`src/rtl/nor_cmd_pkg.sv`:
```
package nor_cmd_pkg;
  typedef enum logic [1:0] {
    RM_ARRAY   = 2'd0,
    RM_AUTOSEL = 2'd1,
    RM_CFI     = 2'd2,
    RM_SUSP    = 2'd3
  } rd_mode_e;

  typedef enum logic [3:0] {
    ST_IDLE, ST_UNL1, ST_UNL2, ST_PROG,
    ST_ERS1, ST_ERS2, ST_ERS3, ST_BERS, ST_BEXIT
  } seq_st_e;

  typedef struct packed {
    logic       unl_a;   // AA at the command address
    logic       unl_b;   // 55 at the second unlock address
    logic       at_cmd;  // address low bits equal the command address
    logic       at_cfi;  // address low bits equal the query address
    logic [7:0] cmd;     // low data byte
  } wr_dec_t;

  localparam int NSTB   = 5;
  localparam int S_PROG = 0;
  localparam int S_CHIP = 1;
  localparam int S_SECT = 2;
  localparam int S_SUSP = 3;
  localparam int S_RES  = 4;

  localparam logic [7:0] C_RESET   = 8'hF0;
  localparam logic [7:0] C_ASEL    = 8'h90;
  localparam logic [7:0] C_PROG    = 8'hA0;
  localparam logic [7:0] C_ERASE   = 8'h80;
  localparam logic [7:0] C_CHIP    = 8'h10;
  localparam logic [7:0] C_SECTRES = 8'h30;
  localparam logic [7:0] C_SUSP    = 8'hB0;
  localparam logic [7:0] C_CFI     = 8'h98;
  localparam logic [7:0] C_BYPASS  = 8'h20;
  localparam logic [7:0] C_BEXIT   = 8'h00;
endpackage

```
`src/rtl/nor_cmd_match.sv`:
```
module nor_cmd_match
  import nor_cmd_pkg::*;
#(
  parameter int AW     = 22,
  parameter int DW     = 16,
  parameter int CMP_AW = 12
) (
  input  logic [AW-1:0] addr,
  input  logic [DW-1:0] data,
  output wr_dec_t       dec
);
  localparam logic [CMP_AW-1:0] ADR_CMD = CMP_AW'(12'h555);
  localparam logic [CMP_AW-1:0] ADR_UNB = CMP_AW'(12'h2AA);
  localparam logic [CMP_AW-1:0] ADR_CFI = CMP_AW'(12'h055);

  logic [CMP_AW-1:0] lo;
  logic [7:0]        byte0;

  assign lo    = addr[CMP_AW-1:0];
  assign byte0 = data[7:0];

  always_comb begin
    dec.cmd    = byte0;
    dec.at_cmd = (lo == ADR_CMD);
    dec.at_cfi = (lo == ADR_CFI);
    dec.unl_a  = dec.at_cmd && (byte0 == 8'hAA);
    dec.unl_b  = (lo == ADR_UNB) && (byte0 == 8'h55);
  end

  initial begin
    assert (CMP_AW <= AW && DW >= 8) else $error("nor_cmd_match: widths too small");
  end
endmodule

```
`src/rtl/nor_id_rom.sv`:
```
module nor_id_rom #(
  parameter int          OFS_W  = 8,
  parameter int          DW     = 16,
  parameter logic [15:0] MFR_ID = 16'h0001,
  parameter logic [15:0] DEV_A  = 16'h007E,
  parameter logic [15:0] DEV_B  = 16'h000D,
  parameter logic [15:0] DEV_C  = 16'h0000
) (
  input  logic             en,
  input  logic [OFS_W-1:0] ofs,
  output logic [DW-1:0]    data
);
  always_comb begin
    data = '0;
    if (en) begin
      case (ofs)
        OFS_W'(8'h00): data = DW'(MFR_ID);
        OFS_W'(8'h01): data = DW'(DEV_A);
        OFS_W'(8'h0E): data = DW'(DEV_B);
        OFS_W'(8'h0F): data = DW'(DEV_C);
        default:       data = '0;
      endcase
    end
  end
endmodule

```
`src/rtl/nor_cmd_fsm.sv`:
```
module nor_cmd_fsm
  import nor_cmd_pkg::*;
#(
  parameter int AW = 22,
  parameter int DW = 16
) (
  input  logic            clk,
  input  logic            rst_n,
  input  logic            fire,
  input  logic            busy,
  input  wr_dec_t         dec,
  input  logic [AW-1:0]   addr,
  input  logic [DW-1:0]   data,
  output rd_mode_e        mode,
  output logic [NSTB-1:0] stb,
  output logic [AW-1:0]   op_addr,
  output logic [DW-1:0]   op_data
);
  seq_st_e         st, nst;
  rd_mode_e        nmode;
  logic            byp, nbyp, susp, nsusp, sect, nsect;
  logic [NSTB-1:0] stb_d;

  always_comb begin
    nst   = st;
    nmode = mode;
    nbyp  = byp;
    nsusp = susp;
    nsect = sect;
    stb_d = '0;
    if (fire) begin
      if (busy) begin
        if (dec.cmd == C_SUSP && sect && !susp) begin
          stb_d[S_SUSP] = 1'b1;
          nsusp = 1'b1;
          nmode = RM_SUSP;
          nst   = ST_IDLE;
        end
      end else if (st == ST_PROG) begin
        stb_d[S_PROG] = 1'b1;
        nst = ST_IDLE;
        if (!susp) nsect = 1'b0;
      end else if (!byp && dec.cmd == C_RESET) begin
        nst   = ST_IDLE;
        nmode = susp ? RM_SUSP : RM_ARRAY;
      end else begin
        nst = ST_IDLE;
        case (st)
          ST_IDLE: begin
            if (byp) begin
              case (dec.cmd)
                C_PROG:  nst = ST_PROG;
                C_ERASE: nst = ST_BERS;
                C_ASEL:  nst = ST_BEXIT;
                default: nst = ST_IDLE;
              endcase
            end else if (dec.unl_a) begin
              nst = ST_UNL1;
            end else if (dec.at_cfi && dec.cmd == C_CFI && mode != RM_CFI) begin
              nmode = RM_CFI;
            end else if (dec.cmd == C_SECTRES && susp) begin
              stb_d[S_RES] = 1'b1;
              nsusp = 1'b0;
              if (mode == RM_SUSP) nmode = RM_ARRAY;
            end
          end
          ST_UNL1: if (dec.unl_b) nst = ST_UNL2;
          ST_UNL2: begin
            if (dec.at_cmd) begin
              case (dec.cmd)
                C_ASEL:   nmode = RM_AUTOSEL;
                C_PROG:   nst = ST_PROG;
                C_ERASE:  if (!susp) nst = ST_ERS1;
                C_BYPASS: if (!susp) nbyp = 1'b1;
                default:  nst = ST_IDLE;
              endcase
            end
          end
          ST_ERS1: if (dec.unl_a) nst = ST_ERS2;
          ST_ERS2: if (dec.unl_b) nst = ST_ERS3;
          ST_ERS3: begin
            if (dec.cmd == C_CHIP && dec.at_cmd) begin
              stb_d[S_CHIP] = 1'b1;
              nsect = 1'b0;
            end else if (dec.cmd == C_SECTRES) begin
              stb_d[S_SECT] = 1'b1;
              nsect = 1'b1;
            end
          end
          ST_BERS: begin
            if (dec.cmd == C_CHIP) begin
              stb_d[S_CHIP] = 1'b1;
              nsect = 1'b0;
            end
          end
          ST_BEXIT: if (dec.cmd == C_BEXIT) nbyp = 1'b0;
          default: nst = ST_IDLE;
        endcase
      end
    end
  end

  always_ff @(posedge clk) begin
    if (!rst_n) begin
      st      <= ST_IDLE;
      mode    <= RM_ARRAY;
      byp     <= 1'b0;
      susp    <= 1'b0;
      sect    <= 1'b0;
      stb     <= '0;
      op_addr <= '0;
      op_data <= '0;
    end else begin
      st   <= nst;
      mode <= nmode;
      byp  <= nbyp;
      susp <= nsusp;
      sect <= nsect;
      stb  <= stb_d;
      if (|stb_d) begin
        op_addr <= addr;
        op_data <= data;
      end
    end
  end

  // strobes never overlap
  a_r12_one_strobe: assert property (@(posedge clk) disable iff (!rst_n) $onehot0(stb));
  // busy blocks everything except a suspend byte
  a_r10_busy_ignores: assert property (@(posedge clk) disable iff (!rst_n)
    (fire && busy && dec.cmd != C_SUSP) |=> (stb == '0 && $stable(mode)));
  // a suspend is only issued while the engine runs
  a_r7_susp_needs_busy: assert property (@(posedge clk) disable iff (!rst_n)
    stb[S_SUSP] |-> $past(busy));
  // a resume follows a suspended state
  a_r7_resume_from_susp: assert property (@(posedge clk) disable iff (!rst_n)
    stb[S_RES] |-> ($past(susp) && !susp));
  // chip erase completes on data 10
  a_r6_chip_byte: assert property (@(posedge clk) disable iff (!rst_n)
    stb[S_CHIP] |-> op_data[7:0] == C_CHIP);
  // query mode is entered only by a 98 write
  a_r8_cfi_entry: assert property (@(posedge clk) disable iff (!rst_n)
    (mode == RM_CFI && $past(mode) != RM_CFI) |-> $past(fire && dec.cmd == C_CFI));
  // reset byte does not leave bypass mode
  a_r9_bypass_holds: assert property (@(posedge clk) disable iff (!rst_n)
    (byp && fire && !busy && st == ST_IDLE && dec.cmd == C_RESET) |=> byp);
endmodule

```
`src/rtl/nor_cmd_decoder.sv`:
```
module nor_cmd_decoder
  import nor_cmd_pkg::*;
#(
  parameter int AW     = 22,
  parameter int DW     = 16,
  parameter int CMP_AW = 12,
  parameter int OFS_W  = 8
) (
  input  logic             clk,
  input  logic             rst_n,
  input  logic             wr_valid,
  output logic             wr_ready,
  input  logic [AW-1:0]    wr_addr,
  input  logic [DW-1:0]    wr_data,
  input  logic             busy,
  input  logic [OFS_W-1:0] rd_addr,
  output logic [1:0]       rd_mode,
  output logic [DW-1:0]    id_data,
  output logic             prog_stb,
  output logic             chip_ers_stb,
  output logic             sect_ers_stb,
  output logic             susp_stb,
  output logic             resume_stb,
  output logic [AW-1:0]    op_addr,
  output logic [DW-1:0]    op_data
);
  wr_dec_t         dec;
  rd_mode_e        mode;
  logic [NSTB-1:0] stb;
  logic            fire;

  assign wr_ready = 1'b1;
  assign fire     = wr_valid && wr_ready;

  nor_cmd_match #(.AW(AW), .DW(DW), .CMP_AW(CMP_AW)) match_i (
    .addr(wr_addr), .data(wr_data), .dec(dec)
  );

  nor_cmd_fsm #(.AW(AW), .DW(DW)) fsm_i (
    .clk(clk), .rst_n(rst_n), .fire(fire), .busy(busy), .dec(dec),
    .addr(wr_addr), .data(wr_data), .mode(mode), .stb(stb),
    .op_addr(op_addr), .op_data(op_data)
  );

  nor_id_rom #(.OFS_W(OFS_W), .DW(DW)) rom_i (
    .en(mode == RM_AUTOSEL), .ofs(rd_addr), .data(id_data)
  );

  assign rd_mode      = mode;
  assign prog_stb     = stb[S_PROG];
  assign chip_ers_stb = stb[S_CHIP];
  assign sect_ers_stb = stb[S_SECT];
  assign susp_stb     = stb[S_SUSP];
  assign resume_stb   = stb[S_RES];

  // the write side never stalls
  a_r1_ready: assert property (@(posedge clk) disable iff (!rst_n) wr_valid |-> wr_ready);
endmodule

```
`config.mk`:
```
export PLATFORM = sky130hd
export DESIGN_NAME = nor_cmd_decoder
export DESIGN_NICKNAME = d
export VERILOG_FILES = /design/src/rtl/nor_cmd_pkg.sv /design/src/rtl/nor_cmd_match.sv /design/src/rtl/nor_id_rom.sv /design/src/rtl/nor_cmd_fsm.sv /design/src/rtl/nor_cmd_decoder.sv
export SDC_FILE = /design/constraint.sdc
export NUM_CORES = 1
export LEC_CHECK = 0
export CAP_MARGIN = 10
export CORE_MARGIN = 2
export CORE_UTILIZATION = 41
export DETAILED_ROUTE_END_ITERATION = 8
export PLACE_DENSITY = 0.77
export SKIP_CTS_REPAIR_TIMING = 1
export SYNTH_ARGS = -nofsm -noshare
export SYNTH_HDL_FRONTEND = slang
export SYNTH_HIERARCHICAL = 1
export SYNTH_SLANG_ARGS = --single-unit
```
`constraint.sdc`:
```
create_clock -name clk -period 2.75 [get_ports clk]
set_clock_uncertainty 0.15 [all_clocks]
set_input_delay 0.55 -clock clk [delete_from_list [all_inputs] [get_ports clk]]
set_output_delay 0.55 -clock clk [all_outputs]
set_load 0.05 [all_outputs]
```
* Word level (Yosys, flattened, before mapping) *
Index checks and enable logic that the tools add are counted.

word-level totals
  logic and storage cells = 154
  register bits after elaboration = 52
  input bits = 50
  output and inout bits = 62

cells by class
  reduce and logical (&&, ||, !) cells = 25
  equal/unequal tests = 47
  mux-type cells = 71
  bitwise operators = 3

operators by type and width
  operator                                                           number
  8-bit == test, second input constant                               7
  1-bit two-way mux                                                  36
  2-bit two-way mux                                                  15
  4-bit two-way mux                                                  6
  7-bit case mux with 3 select lines                                 1
  4-bit case mux with 5 select lines                                 1
  9-bit AND reduction                                                2
  4-bit by 3-bit == test with 1-bit output, second input constant    4
  8-bit by 6-bit == test with 1-bit output, second input constant    2
  8-bit zero test                                                    2
  16-bit two-way mux                                                 1
  2-bit != test, second input constant                               8
  12-bit by 10-bit == test with 1-bit output, second input constant  1
  12-bit by 11-bit == test with 1-bit output, second input constant  1
  12-bit by 7-bit == test with 1-bit output, second input constant   1
  3-bit two-way mux                                                  4
  4-bit case mux with 3 select lines                                 1
  2-bit by 1-bit != test with 1-bit output, second input constant    5
  5-bit by 2-bit != test with 1-bit output, second input constant    2
  10-bit AND reduction                                               1
  1-bit logical AND                                                  9
  4-bit by 2-bit == test with 1-bit output, second input constant    2
  8-bit by 1-bit == test with 1-bit output, second input constant    1
  8-bit by 4-bit == test with 1-bit output, second input constant    1
  other kinds (24)                                                   32

* Depth between registers and ports, before layout *
  depth after elaboration = 12
  gate-level depth with buffers = 10
  gate-level depth less buffers = 8

* Hierarchy *
Netlist, hierarchy kept.

by module, submodules not included
  module           cells an instance  area each (µm²)  seq. area each (µm²)  instances
  nor_cmd_fsm      314                2697.6           1041.0                1
  nor_cmd_match    27                 211.5            0.0                   1
  nor_id_rom       23                 176.4            0.0                   1
  nor_cmd_decoder  3                  25.0             0.0                   1

* Worst setup path after synthesis *
Ideal clock, no wire load.

  path kind = input -> output
  start = input port rd_addr[1]
  end = output port id_data[4]
  slack = -0.654 ns
  buffers on the path = 1
  arrival time = 2.704 ns
  data required time = 2.050 ns
  stages on the path = 3
  cells stage by stage = or4b_1 > nor3_1 > buf_4

between the ends
  word-level cells in the longest chain between the ends = 3
  elaborated cells on any way between the ends = 5
  classes of those cells = eq/ne: 2; mux: 2; reduce/logical: 1

ends and longest elaborated chain
  what                                                                    line                   source
  start, declared                                                         nor_cmd_decoder.sv:16  input logic [OFS_W-1:0] rd_addr,
  8-bit by 4-bit == test with 1-bit output, or another cell as far along  nor_id_rom.sv:16       case (ofs)
  7-bit case mux with 3 select lines *                                    nor_id_rom.sv:16
  16-bit two-way mux *                                                    nor_id_rom.sv:15       if (en) begin
  end, declared                                                           nor_cmd_decoder.sv:18  output logic [DW-1:0] id_data,

Mark *: on every way between the ends. The rest lies on a longest branch, timed or not.

* Worst setup path after layout *
  start = input port rd_addr[5]
  end = output port id_data[0]

Same word-level chain as after synthesis.

==> impl_summary.log <==
[metrics] total overflow reported by the global router: 0
[metrics] vias in the first global route: about 3300
[metrics] global-route total usage across every layer: 0.238
[metrics] endpoint type of the worst setup path: primary output
[metrics] reported leakage power: 1.71 nW
[metrics] startpoint types: input pin
[metrics] leading register cell type out of synthesis: sky130_fd_sc_hd__dfxtp_1
[metrics] summed instance area of the synthesized netlist: slightly above 3000 sq um
[metrics] number of vias in the routed layout: ~3300
[metrics] CTS Root Cell: sky130_fd_sc_hd__clkbuf_8
[metrics] area occupied by multi-input gates: between 1500 and 2000 sq um
[metrics] Hold Path Class: flop to flop
[metrics] Post-synth ARST share: 0
[metrics] post-detailed-placement half-perimeter wirelength: ~7600 microns
[metrics] wire length of the first global-routing pass: approximately 16000 microns
[metrics] Yosys reg bits: 52
[metrics] Distinct cells, synth: 55
[metrics] endpoint arrival time on the critical path: between 2 and 2.5 ns
[metrics] Initial Utilization: 0.427
[metrics] filler cell count: around 630
[metrics] clock latency of the later-clocked register in the worst-skew pair: ~0.3 ns
[metrics] number of iterations in the first detailed-routing pass: 4
[metrics] count of final max-slew check failures: 0
[metrics] EDFF count, synth: 0
[metrics] number of antenna violations at the first check in global routing: 0
[metrics] result of the run: finished clean
[metrics] max cap viols: 0
[metrics] Max Buffers Root-to-Sink: 2
[metrics] number of ports placed on the die boundary: approximately 110
[metrics] overall power: 1.48 mW
[metrics] CTS clk-pin slew, worst paths: 0.09 ns
[metrics] # DRC: 0
[metrics] sink count of the clock tree: 52
[metrics] Inserted Clock Buffers: 5
[metrics] Final setup viols: 0
[metrics] worst-path maximum fanout: 3
[metrics] signed area change from the synthesized netlist to the final layout: 56.0%
[metrics] share of the clock period used by the worst path after layout: 0.985
[metrics] Register Area: ~1000 sq um
[metrics] final worst hold slack: about 0.32 ns
[metrics] TritonCTS clock tree: done
[metrics] die outline height: slightly above 90 microns
[metrics] synthesized instance count: between 300 and 400
[metrics] Routability Congestion: 0.987
[metrics] number of warnings printed during yosys synthesis: 6
[metrics] final critical path time including I/O delays and setup: about 2.7 ns
[metrics] Clock H-tree levels: 2
[metrics] Routed wire per std cell: 16.7 microns
[metrics] post-route ant nets: 0
[metrics] DIE AREA: 8300 sq um
[metrics] pin slew with the least headroom to its limit: between 0.5 and 0.6 ns
[metrics] fraction of layout cells with a size suffix above 1: 0.309
[metrics] n_diodes: 0
[metrics] horizontal die dimension: 91.1 microns
[metrics] PwrDens: 306 nW/um^2
[metrics] # nets final: 548
[metrics] part of the Yosys area used for sequential elements: 0.335
[metrics] total detailed-routing wirelength: about 10000 microns
[metrics] average via count per standard cell: between 5 and 6
[metrics] maximum VDD drop: around 220 uV
[metrics] placeable core region: 7290 sq um
[metrics] post-synthesis average cell area: between 8 and 9 sq um
[metrics] maximum number of pins on one net before global-route repair: 31
[metrics] Port Buf Inserts: between 100 and 150
[metrics] type of the worst setup path: input pin to primary output
[metrics] required time of the critical path: just over 2 ns
[metrics] Cell Rows: 31
[metrics] hold violation total from the final report: 0
[metrics] drt first-iter violations: roughly 300
[metrics] max-slew headroom at the worst pin: 0.616
[metrics] maximum clock frequency: 369 MHz
[final timing paths]
kind,slack (ns),cells past startpoint,startpoint,endpoint
hold / removal,0.32,2,fsm_i/op_data[6],fsm_i/op_data[6]
hold reg to reg,0.32,2,fsm_i/op_data[6],fsm_i/op_data[6]
setup / recovery,0.04,4,rd_addr[5],id_data[0]
setup reg to reg,0.40,8,fsm_i/st[2],fsm_i/op_data[14]
[critical path, cell delays in order]
cell and delay, ns:
sky130_fd_sc_hd__clkdlybuf4s50_1 0.40, sky130_fd_sc_hd__or3_4 0.44, sky130_fd_sc_hd__a2111oi_4 0.38, sky130_fd_sc_hd__clkbuf_16 0.23
[cell usage after synthesis (4+ instances only)]
library cell	instances	area share
sky130_fd_sc_hd__nand2_1	16	0.019
sky130_fd_sc_hd__a21oi_2	20	0.056
sky130_fd_sc_hd__nand3b_1	5	0.012
sky130_fd_sc_hd__or3_1	6	0.012
sky130_fd_sc_hd__nor3_1	10	0.016
sky130_fd_sc_hd__o21ai_2	20	0.056
sky130_fd_sc_hd__nor2_1	12	0.014
sky130_fd_sc_hd__clkbuf_1	16	0.019
sky130_fd_sc_hd__nor4bb_1	4	0.013
sky130_fd_sc_hd__nor4b_1	4	0.011
sky130_fd_sc_hd__dfxtp_1	52	0.33
sky130_fd_sc_hd__nand3_1	45	0.072
sky130_fd_sc_hd__buf_4	24	0.058
sky130_fd_sc_hd__nand2b_1	4	0.0080
sky130_fd_sc_hd__nor4_1	7	0.014
sky130_fd_sc_hd__nor2b_1	5	0.010
sky130_fd_sc_hd__a21oi_1	22	0.035
sky130_fd_sc_hd__o21ai_0	25	0.040
sky130_fd_sc_hd__o21a_1	4	0.0097
[layer usage]
layer,global-route usage,wire [microns],up-vias
met5,0,0,-
met4,0.0833,208,0
met3,0.0564,784,19
met2,0.404,4850,145
met1,0.294,4160,1577
li1,-,-,1594
[cell type report]
class,instances,share of cell area
clock buffers,7,0.0199
inverters,1,0.000773
multi-input cells,270,0.383
flip-flops and latches,52,0.214
well taps,99,0.0255
repair buffers,168,0.357
[kinds of logic (layout without fill, tap and decap cells)]
group,count (synthesis),count (layout),synth area share
AO/OA/AOI/OAI,114,114,0.265
multiplexers,2,2,0.00684
flip-flops,52,52,0.335
other,2,10,0.00241
buffers and inverters,53,176,0.112
AND/OR/NAND/NOR,144,144,0.278
[placed cells by master, fill, tap and decap left out, types with 3 or more instances in the layout]
master,synthesis,layout
sky130_fd_sc_hd__clkdlybuf4s50_1,0,87
sky130_fd_sc_hd__buf_4,24,58
sky130_fd_sc_hd__dfxtp_1,52,52
sky130_fd_sc_hd__nand3_1,45,45
sky130_fd_sc_hd__o21ai_0,25,23
sky130_fd_sc_hd__a21oi_1,22,22
sky130_fd_sc_hd__o21ai_2,20,21
sky130_fd_sc_hd__a21oi_2,20,20
sky130_fd_sc_hd__nand2_1,16,15
sky130_fd_sc_hd__buf_12,2,13
sky130_fd_sc_hd__nor2_1,12,12
sky130_fd_sc_hd__conb_1,2,10
sky130_fd_sc_hd__clkbuf_8,0,7
sky130_fd_sc_hd__nor3_1,10,7
sky130_fd_sc_hd__dlymetal6s2s_1,0,7
sky130_fd_sc_hd__nor4_1,7,6
sky130_fd_sc_hd__nand3b_1,5,5
sky130_fd_sc_hd__nor2b_1,5,5
sky130_fd_sc_hd__or3_1,6,4
sky130_fd_sc_hd__nor4b_1,4,4
sky130_fd_sc_hd__nand2b_1,4,4
sky130_fd_sc_hd__or4_4,1,3
sky130_fd_sc_hd__nor4_2,3,3
sky130_fd_sc_hd__nor4bb_1,4,3
sky130_fd_sc_hd__or2_2,3,3
sky130_fd_sc_hd__nand4b_1,3,3
sky130_fd_sc_hd__and3_1,3,3
sky130_fd_sc_hd__a31oi_1,3,3
sky130_fd_sc_hd__a31o_2,3,3
sky130_fd_sc_hd__o21a_1,4,3
sky130_fd_sc_hd__a22o_1,3,3
sky130_fd_sc_hd__or3_4,1,3
[metrics by stage]
step                      cell area, sq um  utilization  setup slack, ns  instances  setup TNS [ns]
after global placement                4630        0.635           -0.294        588          -12.57
after CTS                             4720        0.648           -0.157        595          -0.825
final                                 4850        0.666           0.0410        597               0
after detailed placement              4630        0.635           -0.326        588          -13.63
after floorplan                       3190            -        0.0000353        375               0
after global routing                  4850        0.666          -0.0104        597         -0.0226
[sequential cells by signal (all words and copies together), names as in the netlist]
signal / flops
fsm_i/susp: 1
fsm_i/mode: 2
fsm_i/op_data: 16
fsm_i/stb: 5
fsm_i/byp: 1
fsm_i/st: 4
fsm_i/sect: 1
fsm_i/op_addr: 22
[where the power goes]
group	switching, mW	leakage [nW]	total, mW	internal [mW]
clock network	0.249	0.0503	0.474	0.225
registers	0.00228	0.419	0.756	0.754
logic	0.129	1.25	0.254	0.125
No activity file was read; power rests on OpenSTA's default activity.
